--- src/rtl/shf_pkg.sv ---
package shf_pkg;
  // Internal operation selector; codes 0..3 match the external 2-bit type field.
  typedef enum logic [2:0] {
    SK_LSL = 3'd0,
    SK_LSR = 3'd1,
    SK_ASR = 3'd2,
    SK_ROR = 3'd3,
    SK_RRX = 3'd4
  } shift_kind_e;

  // Width of the immediate amount field carried by the instruction.
  localparam int IMM_AMT_W = 5;
endpackage

--- src/rtl/shf_imm_decode.sv ---
module shf_imm_decode
  import shf_pkg::*;
#(
  parameter int WIDTH = 32,
  parameter int AMT_W = 8
) (
  input  logic [15:0]      insn_half,
  output shift_kind_e      kind,
  output logic [AMT_W-1:0] amount
);
  logic [IMM_AMT_W-1:0] imm_amt;
  logic [1:0]           imm_type;
  logic                 insn_unused;

  // Amount: upper three bits from [14:12], lower two from [7:6]; type from [5:4].
  assign imm_amt     = {insn_half[14:12], insn_half[7:6]};
  assign imm_type    = insn_half[5:4];
  assign insn_unused = ^{insn_half[15], insn_half[11:8], insn_half[3:0]};

  always_comb begin
    kind   = shift_kind_e'({1'b0, imm_type});
    amount = AMT_W'(imm_amt);
    if (imm_amt == '0) begin
      case (imm_type)
        2'd0: amount = '0;
        2'd3: begin
          kind   = SK_RRX;
          amount = AMT_W'(1);
        end
        default: amount = AMT_W'(WIDTH);
      endcase
    end
  end

  always_comb begin
    if (kind == SK_RRX) begin
      p_rrx_from_zero_ror_r11: assert (amount == AMT_W'(1) && imm_type == 2'd3);
    end
    if (amount == AMT_W'(WIDTH)) begin
      p_full_width_only_right_r11: assert (kind == SK_LSR || kind == SK_ASR);
    end
  end
endmodule

--- src/rtl/shf_amt_mux.sv ---
module shf_amt_mux
  import shf_pkg::*;
#(
  parameter int WIDTH = 32,
  parameter int AMT_W = 8
) (
  input  logic             amt_from_reg,
  input  logic [1:0]       reg_shift_type,
  input  logic [WIDTH-1:0] reg_amount,
  input  shift_kind_e      imm_kind,
  input  logic [AMT_W-1:0] imm_amount,
  output shift_kind_e      kind,
  output logic [AMT_W-1:0] amount
);
  logic reg_hi_unused;

  // Only the low AMT_W bits of the register value count as an amount.
  assign reg_hi_unused = ^reg_amount[WIDTH-1:AMT_W];

  always_comb begin
    if (amt_from_reg) begin
      kind   = shift_kind_e'({1'b0, reg_shift_type});
      amount = reg_amount[AMT_W-1:0];
    end else begin
      kind   = imm_kind;
      amount = imm_amount;
    end
  end

  always_comb begin
    if (amt_from_reg) begin
      p_reg_never_rrx_r9: assert (kind != SK_RRX);
    end
  end
endmodule

--- src/rtl/shf_core.sv ---
module shf_core
  import shf_pkg::*;
#(
  parameter int WIDTH = 32,
  parameter int AMT_W = 8
) (
  input  logic [WIDTH-1:0] operand,
  input  logic             carry_in,
  input  shift_kind_e      kind,
  input  logic [AMT_W-1:0] amount,
  output logic [WIDTH-1:0] result,
  output logic             carry_out
);
  localparam int LW = $clog2(WIDTH);

  logic [LW-1:0]    lo;
  logic [LW-1:0]    idx_left;
  logic [LW-1:0]    idx_right;
  logic             at_or_past;
  logic             exactly_w;
  logic [WIDTH-1:0] rot;

  assign lo         = amount[LW-1:0];
  assign idx_left   = LW'(WIDTH - int'(lo));
  assign idx_right  = lo - LW'(1);
  assign at_or_past = (amount >= AMT_W'(WIDTH));
  assign exactly_w  = (amount == AMT_W'(WIDTH));
  assign rot        = (operand >> lo) | (operand << (WIDTH - int'(lo)));

  always_comb begin
    result    = operand;
    carry_out = carry_in;
    if (kind == SK_RRX) begin
      result    = {carry_in, operand[WIDTH-1:1]};
      carry_out = operand[0];
    end else if (amount != '0) begin
      case (kind)
        SK_LSL: begin
          if (at_or_past) begin
            result    = '0;
            carry_out = exactly_w ? operand[0] : 1'b0;
          end else begin
            result    = operand << lo;
            carry_out = operand[idx_left];
          end
        end
        SK_LSR: begin
          if (at_or_past) begin
            result    = '0;
            carry_out = exactly_w ? operand[WIDTH-1] : 1'b0;
          end else begin
            result    = operand >> lo;
            carry_out = operand[idx_right];
          end
        end
        SK_ASR: begin
          if (at_or_past) begin
            result    = {WIDTH{operand[WIDTH-1]}};
            carry_out = operand[WIDTH-1];
          end else begin
            result    = $signed(operand) >>> lo;
            carry_out = operand[idx_right];
          end
        end
        SK_ROR: begin
          result    = rot;
          carry_out = rot[WIDTH-1];
        end
        default: begin
          result    = operand;
          carry_out = carry_in;
        end
      endcase
    end
  end

  always_comb begin
    if ((kind == SK_LSL || kind == SK_LSR) && amount > AMT_W'(WIDTH)) begin
      p_far_shift_zero_r3: assert (result == '0 && !carry_out);
    end
    if (kind == SK_ASR && at_or_past) begin
      p_asr_sign_fill_r6: assert (($countones(result) == 0 || $countones(result) == WIDTH)
                                  && carry_out == result[0]);
    end
    if (kind == SK_ROR && amount != '0) begin
      p_ror_carry_msb_r7: assert (carry_out == result[WIDTH-1]);
    end
    if (kind == SK_RRX) begin
      p_rrx_bits_r8: assert (result[WIDTH-2:0] == operand[WIDTH-1:1] && carry_out == operand[0]);
    end
  end
endmodule

--- src/rtl/shf_unit.sv ---
module shf_unit
  import shf_pkg::*;
#(
  parameter int WIDTH = 32,
  parameter int AMT_W = 8
) (
  input  logic [WIDTH-1:0] src_word,
  input  logic             carry_flag,
  input  logic             amt_from_reg,
  input  logic [1:0]       reg_shift_type,
  input  logic [WIDTH-1:0] reg_amount,
  input  logic [15:0]      insn_half,
  output logic [WIDTH-1:0] shifted,
  output logic             carry_out
);
  shift_kind_e      imm_kind;
  logic [AMT_W-1:0] imm_amount;
  shift_kind_e      sel_kind;
  logic [AMT_W-1:0] sel_amount;

  shf_imm_decode #(.WIDTH(WIDTH), .AMT_W(AMT_W)) u_dec (
    .insn_half (insn_half),
    .kind      (imm_kind),
    .amount    (imm_amount)
  );

  shf_amt_mux #(.WIDTH(WIDTH), .AMT_W(AMT_W)) u_mux (
    .amt_from_reg   (amt_from_reg),
    .reg_shift_type (reg_shift_type),
    .reg_amount     (reg_amount),
    .imm_kind       (imm_kind),
    .imm_amount     (imm_amount),
    .kind           (sel_kind),
    .amount         (sel_amount)
  );

  shf_core #(.WIDTH(WIDTH), .AMT_W(AMT_W)) u_core (
    .operand   (src_word),
    .carry_in  (carry_flag),
    .kind      (sel_kind),
    .amount    (sel_amount),
    .result    (shifted),
    .carry_out (carry_out)
  );

  always_comb begin
    if (sel_amount == '0 && sel_kind != SK_RRX) begin
      p_zero_passthrough_r1: assert (shifted == src_word && carry_out == carry_flag);
    end
  end
endmodule

--- config.mk ---
export PLATFORM = sky130hd
export DESIGN_NAME = shf_unit
export DESIGN_NICKNAME = d
export VERILOG_FILES = /design/src/rtl/shf_pkg.sv /design/src/rtl/shf_imm_decode.sv /design/src/rtl/shf_amt_mux.sv /design/src/rtl/shf_core.sv /design/src/rtl/shf_unit.sv
export SDC_FILE = /design/constraint.sdc
export NUM_CORES = 1
export LEC_CHECK = 0
export CAP_MARGIN = 20
export CORE_UTILIZATION = 40
export DETAILED_ROUTE_END_ITERATION = 7
export REMOVE_ABC_BUFFERS = 1
export SLEW_MARGIN = 40
export SYNTH_ARGS = -nofsm -noshare
export SYNTH_HDL_FRONTEND = slang
export SYNTH_HIERARCHICAL = 1
export SYNTH_SLANG_ARGS = --single-unit
--- constraint.sdc ---
create_clock -name vclk -period 8.2
set_input_delay 0.82 -clock vclk [all_inputs]
set_output_delay 0.82 -clock vclk [all_outputs]
set_load 0.02 [all_outputs]
== After elaboration in Yosys (flattened, before gate mapping) ==
Cells that the tools add are included.

* Logic and storage cells: 44
* Memory bits (writable): 0
* Memory bits (read-only): 0
* Flip-flop bits (word level): 0
* Memories: 0
* Bits in latches: 0
* Input bits: 84

* Equal/unequal tests: 6
* Multiplexer cells: 24
* $lt $le $gt $ge: 3
* $add $sub $neg: 2
* Bitwise logic cells: 1
* Shift-type cells: 4
* Reduce and logical (&&, ||, !) cells: 4
* Div/mod/pow operators: 0
* Multipliers: 0

{| class="wikitable"
|+ Operators by type and width
! operator !! number
|-
| $mux W32 || 5
|-
| $pmux W32 S4 || 1
|-
| $or A32 B32 Y32 || 1
|-
| $shl A32 B32 Y32 || 1
|-
| $shl A32 B5 Y32 || 1
|-
| $shr A32 B5 Y32 || 1
|-
| $sshr A32 B5 Y32 || 1
|-
| $mux W8 || 2
|-
| $lt A5 B6 Y1 const B || 2
|-
| $pmux W6 S2 || 1
|-
| $bmux W1 S5 || 2
|-
| $mux W1 || 9
|-
| $mux W3 || 3
|-
| $eq A8 B6 Y1 const B || 1
|-
| $ge A8 B6 Y1 const B || 1
|-
| $reduce_bool A8 Y1 || 1
|-
| $sub A6 B5 Y7 const A || 1
|-
| $eq A3 B2 Y1 const B || 2
|-
| $logic_not A5 Y1 || 1
|-
| $sub A5 B1 Y5 const B || 1
|-
| $pmux W1 S4 || 1
|-
| $eq A3 B1 Y1 const B || 1
|-
| $eq A3 B3 Y1 const B || 1
|-
| $logic_not A3 Y1 || 1
|-
| other kinds (2) || 2
|}

== Longest topological paths before layout ==
Gate-level depths: netlist of the first run.

* Word-level depth: 11
* Gate-level depth with buffers: 19

== Cells and area by module ==
The synthesis of the first run kept the hierarchy.

{| class="wikitable"
|+ By module, submodules not included
! module !! area an instance (um2) !! instances !! sequential area each (um2) !! cells an instance
|-
| shf_core || 7497.2 || 1 || 0.0 || 926
|-
| shf_imm_decode || 171.4 || 1 || 0.0 || 20
|-
| shf_amt_mux || 166.4 || 1 || 0.0 || 12
|}

== Worst setup path before layout of the first run ==
OpenSTA, ideal clock, no wires.

* Kind: input -> output
* Start point: input port insn_half[7]
* End point: output port shifted[30]
* Arrival: 4818 ps
* Path slack: 2562 ps
* Stages on the path: 17
* Required time: 7380 ps
* Path through: or4_4 nor2_4 a21o_2 mux2_4 buf_2 buf_4 buf_4 inv_1 buf_2 ha_1 buf_2 xnor2_1 buf_2 mux4_2 mux4_2 a2111oi_2 a32oi_1

* Longest elaborated chain between the ends: 9

{| class="wikitable"
|+ RTL lines
! element !! line !! text
|-
| from (decl) || shf_unit.sv:12 || <nowiki>input logic [15:0] insn_half,</nowiki>
|-
| $logic_not A5 Y1 * || shf_imm_decode.sv:23 || <nowiki>if (imm_amt == '0) begin</nowiki>
|-
| $mux W8 * || shf_imm_decode.sv:23 ||
|-
| named net imm_amount[0] || shf_unit.sv:17 || <nowiki>logic [AMT_W-1:0] imm_amount;</nowiki>
|-
| $mux W8 * || shf_amt_mux.sv:21 || <nowiki>if (amt_from_reg) begin</nowiki>
|-
| named net sel_amount[0] || shf_unit.sv:19 || <nowiki>logic [AMT_W-1:0] sel_amount;</nowiki>
|-
| $sub A6 B5 Y7 || shf_core.sv:28 || <nowiki>assign rot = (operand >> lo) | (operand << (WIDTH - int'(lo)));</nowiki>
|-
| $shl A32 B32 Y32 || shf_core.sv:28 ||
|-
| $or A32 B32 Y32 || shf_core.sv:28 ||
|-
| $pmux W32 S4 || shf_core.sv:37 || <nowiki>case (kind)</nowiki>
|-
| $mux W32 * || shf_core.sv:36 || <nowiki>end else if (amount != '0) begin</nowiki>
|-
| $mux W32 * || shf_core.sv:33 || <nowiki>if (kind == SK_RRX) begin</nowiki>
|-
| to (decl) || shf_unit.sv:13 || <nowiki>output logic [WIDTH-1:0] shifted,</nowiki>
|}

The timed path passes the listed nets; every way through them passes the cells marked *.

== Final worst setup path of the first run ==
* Start point: input port amt_from_reg
* End point: output port shifted[17]

* Longest elaborated chain between the ends: 7

{| class="wikitable"
|+ RTL lines
! element !! line !! text
|-
| from (decl) || shf_unit.sv:9 || <nowiki>input logic amt_from_reg,</nowiki>
|-
| $mux W8 * || shf_amt_mux.sv:21 ||
|-
| named net sel_amount[1] || shf_unit.sv:19 ||
|-
| $sub A6 B5 Y7 || shf_core.sv:28 ||
|-
| $shl A32 B32 Y32 || shf_core.sv:28 ||
|-
| $or A32 B32 Y32 || shf_core.sv:28 ||
|-
| $pmux W32 S4 || shf_core.sv:37 ||
|-
| $mux W32 * || shf_core.sv:36 ||
|-
| $mux W32 * || shf_core.sv:33 ||
|}

Marked as above.

==> flow_summary.yaml, run 1 <==
synth:
  synth_most_common_cell: "mux4_2"
  synth-compound-area-share_pct: 22.8
  synthAdderAreaFrac_pct: 0.798
  synth-xor-area-share_pct: 0.767
  synth_area_leaders: "mux4_2 31%, mux2i_1 11%, nand2_1 5.0%"
  synth_common_cells: "108 x mux4_2, 105 x nand2_1, 86 x mux2i_1"
  syn_inst: 958
  syn_avg_cell_area_um2: 8.18
  synth_top_family_by_area: "multiplexers"
  synth-simple-area-share_pct: 18.7
  ys_types: 82
  synth.mux.area_fraction_pct: 48.3
  synthesis.area_um2: 7840
  ys_warn_count: 6
  yosys.area.top_type: "mux4_2"
  yosysSeqAreaShare_pct: 0
  synth_top_area_share_pct: 31.0
floorplan:
  core_area_um2: 19000
  rows: 50
  start_util_pct: 41.3
  die_w_um: 142
  num_io_pins: 117
  die_area_um2: 20200
  die_y_um: 142
run:
  drv_cap: 0
finish:
  fin_area_um2: 8730
  layout-drive-gt1-share_pct: 24.7
  area_growth_pct: 11.4
  fillCellCount: 1877
  finalNetCount: 1039
  clkbuf_count: 0
  seq_area_um2: 0
  seq_cell_count: 0
setup_path:
  crit_path_max_fanout: 45
  crit_family: "buffers and inverters"
  end_kind: "primary output"
  crit_required_ns: 7.38
  crit_type: "in2out"
  worst-path-buf-inv: 4
  crit_chain: "clkdlybuf4s50_1 -> mux2_4 -> buf_4 -> buf_4 -> o21bai_1 -> mux2i_1 -> nand2_1 -> a211oi_1 -> nor4_1 -> a21oi_1 -> clkdlybuf4s50_1"
  cp_slowest_cell: "clkdlybuf4s50_1"
  critical_path_arrival_ns: 6.01
  max_stage_delay_ns: 0.91
  critPathLaunch: "amt_from_reg"
  start_kind: "input pin"
clock_network:
  postCtsSetupBuffers: 0
  cts_hold_repair.buffers: 0
  cts_resized: 0
detailed_routing:
  wl_met1_um: 14500
  first_pass_iters: 8
  drc: 0
  route.met2.wl_um: 16900
  drt-wirelength-per-cell_um: 33.1
  via_per_inst: 7.72
  drt-total-wl_um: 40000
  vias: 9333
  route.met3.wl_um: 6250
  final_antenna_net_count: 0
  drt_iter0_drc: 1650
  top_layer: "met5"
sta:
  max_freq_mhz: 146
  period_share_pct: 83.3
  finalHoldViolations: 0
  setup-tns-final_ns: 0
  worst_pin_slew_ns: 0.982
  drv_slew: 0
  finalCriticalPeriod_ns: 6.83
  setup_viol: 0
  rsz0062_at_grt: "false"
  slew-limit-headroom_pct: 34.1
min_path:
  min_from: "src_word[17]"
  hold_path_class: "in2out"
placement:
  post_dp_cell_area_um2: 8720
  gp_congestion: 1.05
  portBuffers: 84
  dp_hpwl_um: 27600
global_route:
  gr-total-overflow: 0
  grt_pass1_vias: 8606
  grt_max_degree: 67
  antenna_found_initial: 1
  grt_usage_pct: 39.2
  grt_first_pass_wirelength_um: 58200
status:
  status: "finished, final reports clean"
==> per-stage QoR <==
stage	util, %	hold slack [ns]	setup WS [ns]	instances
6_report	46.1	2.68	1.37	1209
5_1_grt	46.0	2.70	1.19	1208
4_1_cts	46.0	2.65	1.56	1208
3_5_place_dp	46.0	2.65	1.55	1208
3_3_place_gp	46.0	2.87	1.49	1208
2_1_floorplan	-	1.83	0.957	824
==> layer usage <==
layer  GRT usage, %  vias to the layer above
met1           52.8                     4495
li1               -                     3768
met2           58.8                      896
met4           16.9                        2
met3           10.7                      172
met5              0                        -
==> path summary, 6_finish.rpt <==
check	end	slack (ns)	depth (start not counted)
worst max-delay path	shifted[17]	1.37	11
worst min-delay path	shifted[16]	2.68	4
==> cells in the final DEF (no fill, tap or decap), types with 11 or more instances in the layout <==
master           count
or3_1               14
mux2i_1             85
a31oi_1             14
nand3_1             13
nor2_1              76
o21ai_0             52
nor3_1              27
a211oi_1            18
mux4_2             108
buf_4               40
nand2_1            105
o22ai_1             17
clkdlybuf4s50_1     73
and3_1              11
mux2_2              29
a21oi_1             44
buf_2               11
a32oi_1             13
a2111oi_0           11
==> area by class of cell <==
class,instances,area [um^2],area share (%)
antenna,1,2.50,0.0287
inverter,11,41.3,0.473
multi-input combinational,813,7280,83.3
tap,260,325,3.73
timing repair buffer,124,1090,12.4
==> logic make-up after synthesis <==
kind of cell,after synthesis
fa+ha+maj,5
simple gates,307
compound gates,259
other cells,1
mux,234
xor+xnor,6
buf+inv,146
==> run 2, diff against run 1 <==
==> constraint.sdc (replaced) <==
create_clock -name vclk -period 7
set_input_delay 0.7 -clock vclk [all_inputs]
set_output_delay 0.7 -clock vclk [all_outputs]
set_load 0.02 [all_outputs]
==> run 2 against run 1 <==
  * Via count increased by 0.11%
  * Die area did not move
  * Cell area is 0.24% higher
  * Worst setup slack worse by 0.62 ns
  * Count of clock-buffer cells in the layout unchanged
  * Sequential cell count is the same
  * Non-clock buffer count rose by 6
  * Final cell count is 0.50% higher
  * Hold slack worse by 0.22 ns
  * Wire length grew 1.8%
  * Global-route usage up 0.71 points
  * Sequential share of layout area is the same
  * Critical path type unchanged
  * Highest routed layer is now met4
==> flow_summary.yaml, run 2 (synthesized netlist as in run 1, its figures left out) <==
status:
  status: "finished, final reports clean"
clock_network:
  cts_resized: 0
  postCtsSetupBuffers: 0
  cts_hold_repair.buffers: 0
finish:
  fillCellCount: 1877
  final_common_cell: "mux4_2"
  layout-drive-gt1-share_pct: 24.5
  seq_area_um2: 0
  layout_common_cells: "108 x mux4_2, 105 x nand2_1, 86 x mux2i_1"
  finalNetCount: 1045
  clkbuf_count: 0
  seq_cell_count: 0
  area_growth_pct: 11.7
floorplan:
  core_area_um2: 19000
  num_io_pins: 117
  die_y_um: 142
  die_area_um2: 20200
  die_w_um: 142
  start_util_pct: 41.3
  rows: 50
global_route:
  grt_max_degree: 89
  grt_pass1_vias: 8616
  grt_first_pass_wirelength_um: 58700
  antenna_found_initial: 1
  gr-total-overflow: 0
  grt_usage_pct: 39.9
setup_path:
  crit_required_ns: 6.30
  end_kind: "primary output"
  start_kind: "input pin"
  critical_path_arrival_ns: 5.55
  crit_path_max_fanout: 66
  crit_type: "in2out"
sta:
  period_share_pct: 89.3
  max_freq_mhz: 160
  slew-limit-headroom_pct: 35.2
  finalCriticalPeriod_ns: 6.25
  holdWs_ns: 2.46
  finalHoldViolations: 0
  drv_slew: 0
  setup_viol: 0
  worst_pin_slew_ns: 0.969
  rsz0062_at_grt: "false"
detailed_routing:
  drc: 0
  via_per_inst: 7.69
  first_pass_iters: 6
  vias: 9343
  drt-total-wl_um: 40700
  drt-wirelength-per-cell_um: 33.5
  final_antenna_net_count: 0
  drt_iter0_drc: 1805
placement:
  portBuffers: 84
  gp_congestion: 1.01
  dp_hpwl_um: 28400
min_path:
  hold_path_class: "in2out"
run:
  drv_cap: 0
## run 2: layout make-up
type                            count  area (um^2)  share of cell area (%)
Timing Repair Buffer              130         1160                    13.3
Tap cell                          260          325                    3.72
Multi-Input combinational cell    813         7220                    82.5
Antenna cell                        1         2.50                  0.0286
Inverter                           11         41.3                   0.472
## run 2: critical path, stage by stage
cell	delay (ns)
clkdlybuf4s50_1	0.45
or4_4	0.55
nor2_4	0.16
a21o_2	0.15
mux2_8	0.22
buf_12	0.35
mux2i_1	0.40
or2_2	0.40
a2111oi_0	0.80
buf_4	0.26
o311ai_0	0.19
o211ai_1	0.25
clkdlybuf4s50_1	0.67
## run 2: metrics by stage
step	cell area [um^2]	setup TNS, ns	worst slack [ns]	cells	util, %
finish	8750	0	0.749	1215	46.2
global placement	8790	0	0.875	1214	46.4
CTS	8760	0	0.844	1214	46.2
detailed placement	8760	0	0.872	1214	46.2
global route	8750	0	0.445	1214	46.2
floorplan	7210	-0.00278	-0.00278	824	-
## run 2: layer usage
layer  global-route usage (%)  vias up  routed length [um]
met3                     8.55      176                5820
met5                        0        -                   0
met4                     18.3        0                2490
li1                         -     3787                   -
met1                     54.9     4498               15100
met2                     59.8      882               17200
## run 2: final timing paths
check	startpoint	to	slack (ns)	depth (start not counted)
max	insn_half[14]	shifted[26]	0.75	13
min	src_word[16]	shifted[15]	2.46	4
==> run 3, diff against run 2 <==
--- a/config.mk
+++ b/config.mk
@@ -6,11 +6,11 @@
 export NUM_CORES = 1
 export LEC_CHECK = 0
 export CAP_MARGIN = 20
+export CORE_MARGIN = 2
 export CORE_UTILIZATION = 40
 export DETAILED_ROUTE_END_ITERATION = 7
 export REMOVE_ABC_BUFFERS = 1
 export SLEW_MARGIN = 40
 export SYNTH_ARGS = -nofsm -noshare
 export SYNTH_HDL_FRONTEND = slang
-export SYNTH_HIERARCHICAL = 1
 export SYNTH_SLANG_ARGS = --single-unit
==> run 3 against run 2 <==
  * The flow now finishes with violations (DRC)
  * Global-route usage is 9.3 points higher
  * Core utilization increased by 1.7 points
  * Hold slack better by 0.075 ns
  * Wire length is 27% higher
==> flow_summary.yaml, run 3 <==
setup_path:
  crit_chain: "clkdlybuf4s50_1 -> mux2_2 -> a32oi_1 -> nand2_1 -> o21ai_0 -> o21ai_0 -> o2111a_1 -> a2111oi_1 -> buf_4 -> o211ai_1 -> clkdlybuf4s50_1"
  crit_required_ns: 6.30
  crit_family: "compound AO/OA/AOI/OAI gates"
  worst-path-buf-inv: 3
  crit_path_max_fanout: 13
  cp_slowest_cell: "clkdlybuf4s50_1"
  start_kind: "input pin"
  critical_path_arrival_ns: 5.48
  max_stage_delay_ns: 0.87
  crit_type: "in2out"
  end_kind: "primary output"
detailed_routing:
  via_per_inst: 7.68
  vias: 11300
  drt_iter0_drc: 1898
  final_antenna_net_count: 0
  drt-wirelength-per-cell_um: 35.1
  drc: 2
  drt-total-wl_um: 51800
  first_pass_iters: 8
run:
  drv_cap: 0
floorplan:
  die_w_um: 143
  die_area_um2: 20500
  num_io_pins: 117
  die_y_um: 143
  core_area_um2: 18800
  rows: 50
  start_util_pct: 41.1
global_route:
  grt_pass1_vias: 10300
  antenna_found_initial: 3
  grt_first_pass_wirelength_um: 73100
  gr-total-overflow: 0
  grt_usage_pct: 49.2
  grt_max_degree: 68
placement:
  post_dp_cell_area_um2: 8990
  portBuffers: 84
  dp_hpwl_um: 38900
  gp_congestion: 1.17
finish:
  final_common_cell: "mux2i_1"
  layout_common_cells: "184 x mux2i_1, 162 x nand2_1, 92 x a21oi_1"
  layout-drive-gt1-share_pct: 11.3
  seq_cell_count: 0
  clkbuf_count: 0
  seq_area_um2: 0
  fillCellCount: 1991
  finalNetCount: 1306
  area_growth_pct: 16.5
  fin_area_um2: 9010
status:
  status: "finished with violations"
  violations: "DRC"
sta:
  slew-limit-headroom_pct: 31.6
  finalCriticalPeriod_ns: 6.18
  max_freq_mhz: 162
  rsz0062_at_grt: "false"
  drv_slew: 0
  setup_viol: 0
  worst_pin_slew_ns: 1.03
  finalHoldViolations: 0
  period_share_pct: 88.3
synth:
  synthesis.area_um2: 7730
  syn_inst: 1186
  synth_top_area_share_pct: 24.3
  syn_avg_cell_area_um2: 6.52
  ys_warn_count: 0
  synth_most_common_cell: "mux2i_1"
  yosysSeqAreaShare_pct: 0
  synth_area_leaders: "mux2i_1 24%, nand2_1 7.9%, a21oi_1 6.0%"
  synth_common_cells: "188 x mux2i_1, 162 x nand2_1, 93 x a21oi_1"
  yosys.area.top_type: "mux2i_1"
  ys_types: 80
min_path:
  hold_path_class: "in2out"
clock_network:
  postCtsSetupBuffers: 0
  cts_resized: 0
  cts_hold_repair.buffers: 0
run 3: cell types whose count changed in the layout (fill, tap and decap cells not counted), sizes merged, moves of 10 or more:
cell,delta
a21oi,+51
a2111oi,-10
mux2,-20
o21ai,+15
mux4,-102
nand3,+50
o221ai,+10
buf,+30
mux2i,+104
o211ai,+32
clkdlybuf4s50,+10
a221o,+10
nand2,+57
run 3: worst min-delay path, cell delays in order:
cell	delay, ns
clkdlybuf4s50_1	0.42
o21a_1	0.19
clkdlybuf4s50_1	0.53
run 3: worst paths after layout:
check / startpoint / end / slack (ns) / depth (start not counted)
min: carry_flag / shifted[31] / 2.54 / 3
max: amt_from_reg / shifted[23] / 0.82 / 11
run 3: layout make-up:
class                      count  area (um^2)  area share, %
antenna                        2         5.00         0.0555
inverter                      12         45.0          0.500
multi-input combinational   1035         7120           79.0
tap                          260          325           3.61
timing repair buffer         169         1520           16.8
run 3: per-layer routing:
| layer | wire [um] | part of all wire, % | GRT usage, % |
|---|---|---|---|
| met1 | 19100 | 37 | 63.0 |
| met2 | 20200 | 39 | 69.3 |
| met3 | 7970 | 15 | 17.9 |
| met4 | 4500 | 8.7 | 30.4 |
| met5 | 80 | 0.15 | 2.26 |
run 3: per-stage QoR:
stage | instances | setup TNS (ns) | setup slack [ns] | utilization (%) | hold slack (ns)
after global routing | 1476 | 0 | 0.692 | 47.8 | 2.59
after CTS | 1476 | 0 | 0.781 | 47.8 | 2.54
after detailed placement | 1476 | 0 | 0.814 | 47.8 | 2.53
final | 1478 | 0 | 0.819 | 47.9 | 2.54
after global placement | 1476 | 0 | 0.954 | 47.7 | 2.53
after floorplan | 1047 | -44.36 | -1.95 | - | 1.58
run 3: cell families (layout without fill, tap and decap cells):
group           count (synthesis)  after routing  share of synthesized area [%]
compound gates                413            413                           37.2
fa+ha+maj                       4              4                          0.647
buf+inv                       151            181                           8.95
other cells                     0              2                              0
xor+xnor                        2              2                          0.227
simple gates                  400            400                           23.4
mux                           216            216                           29.6
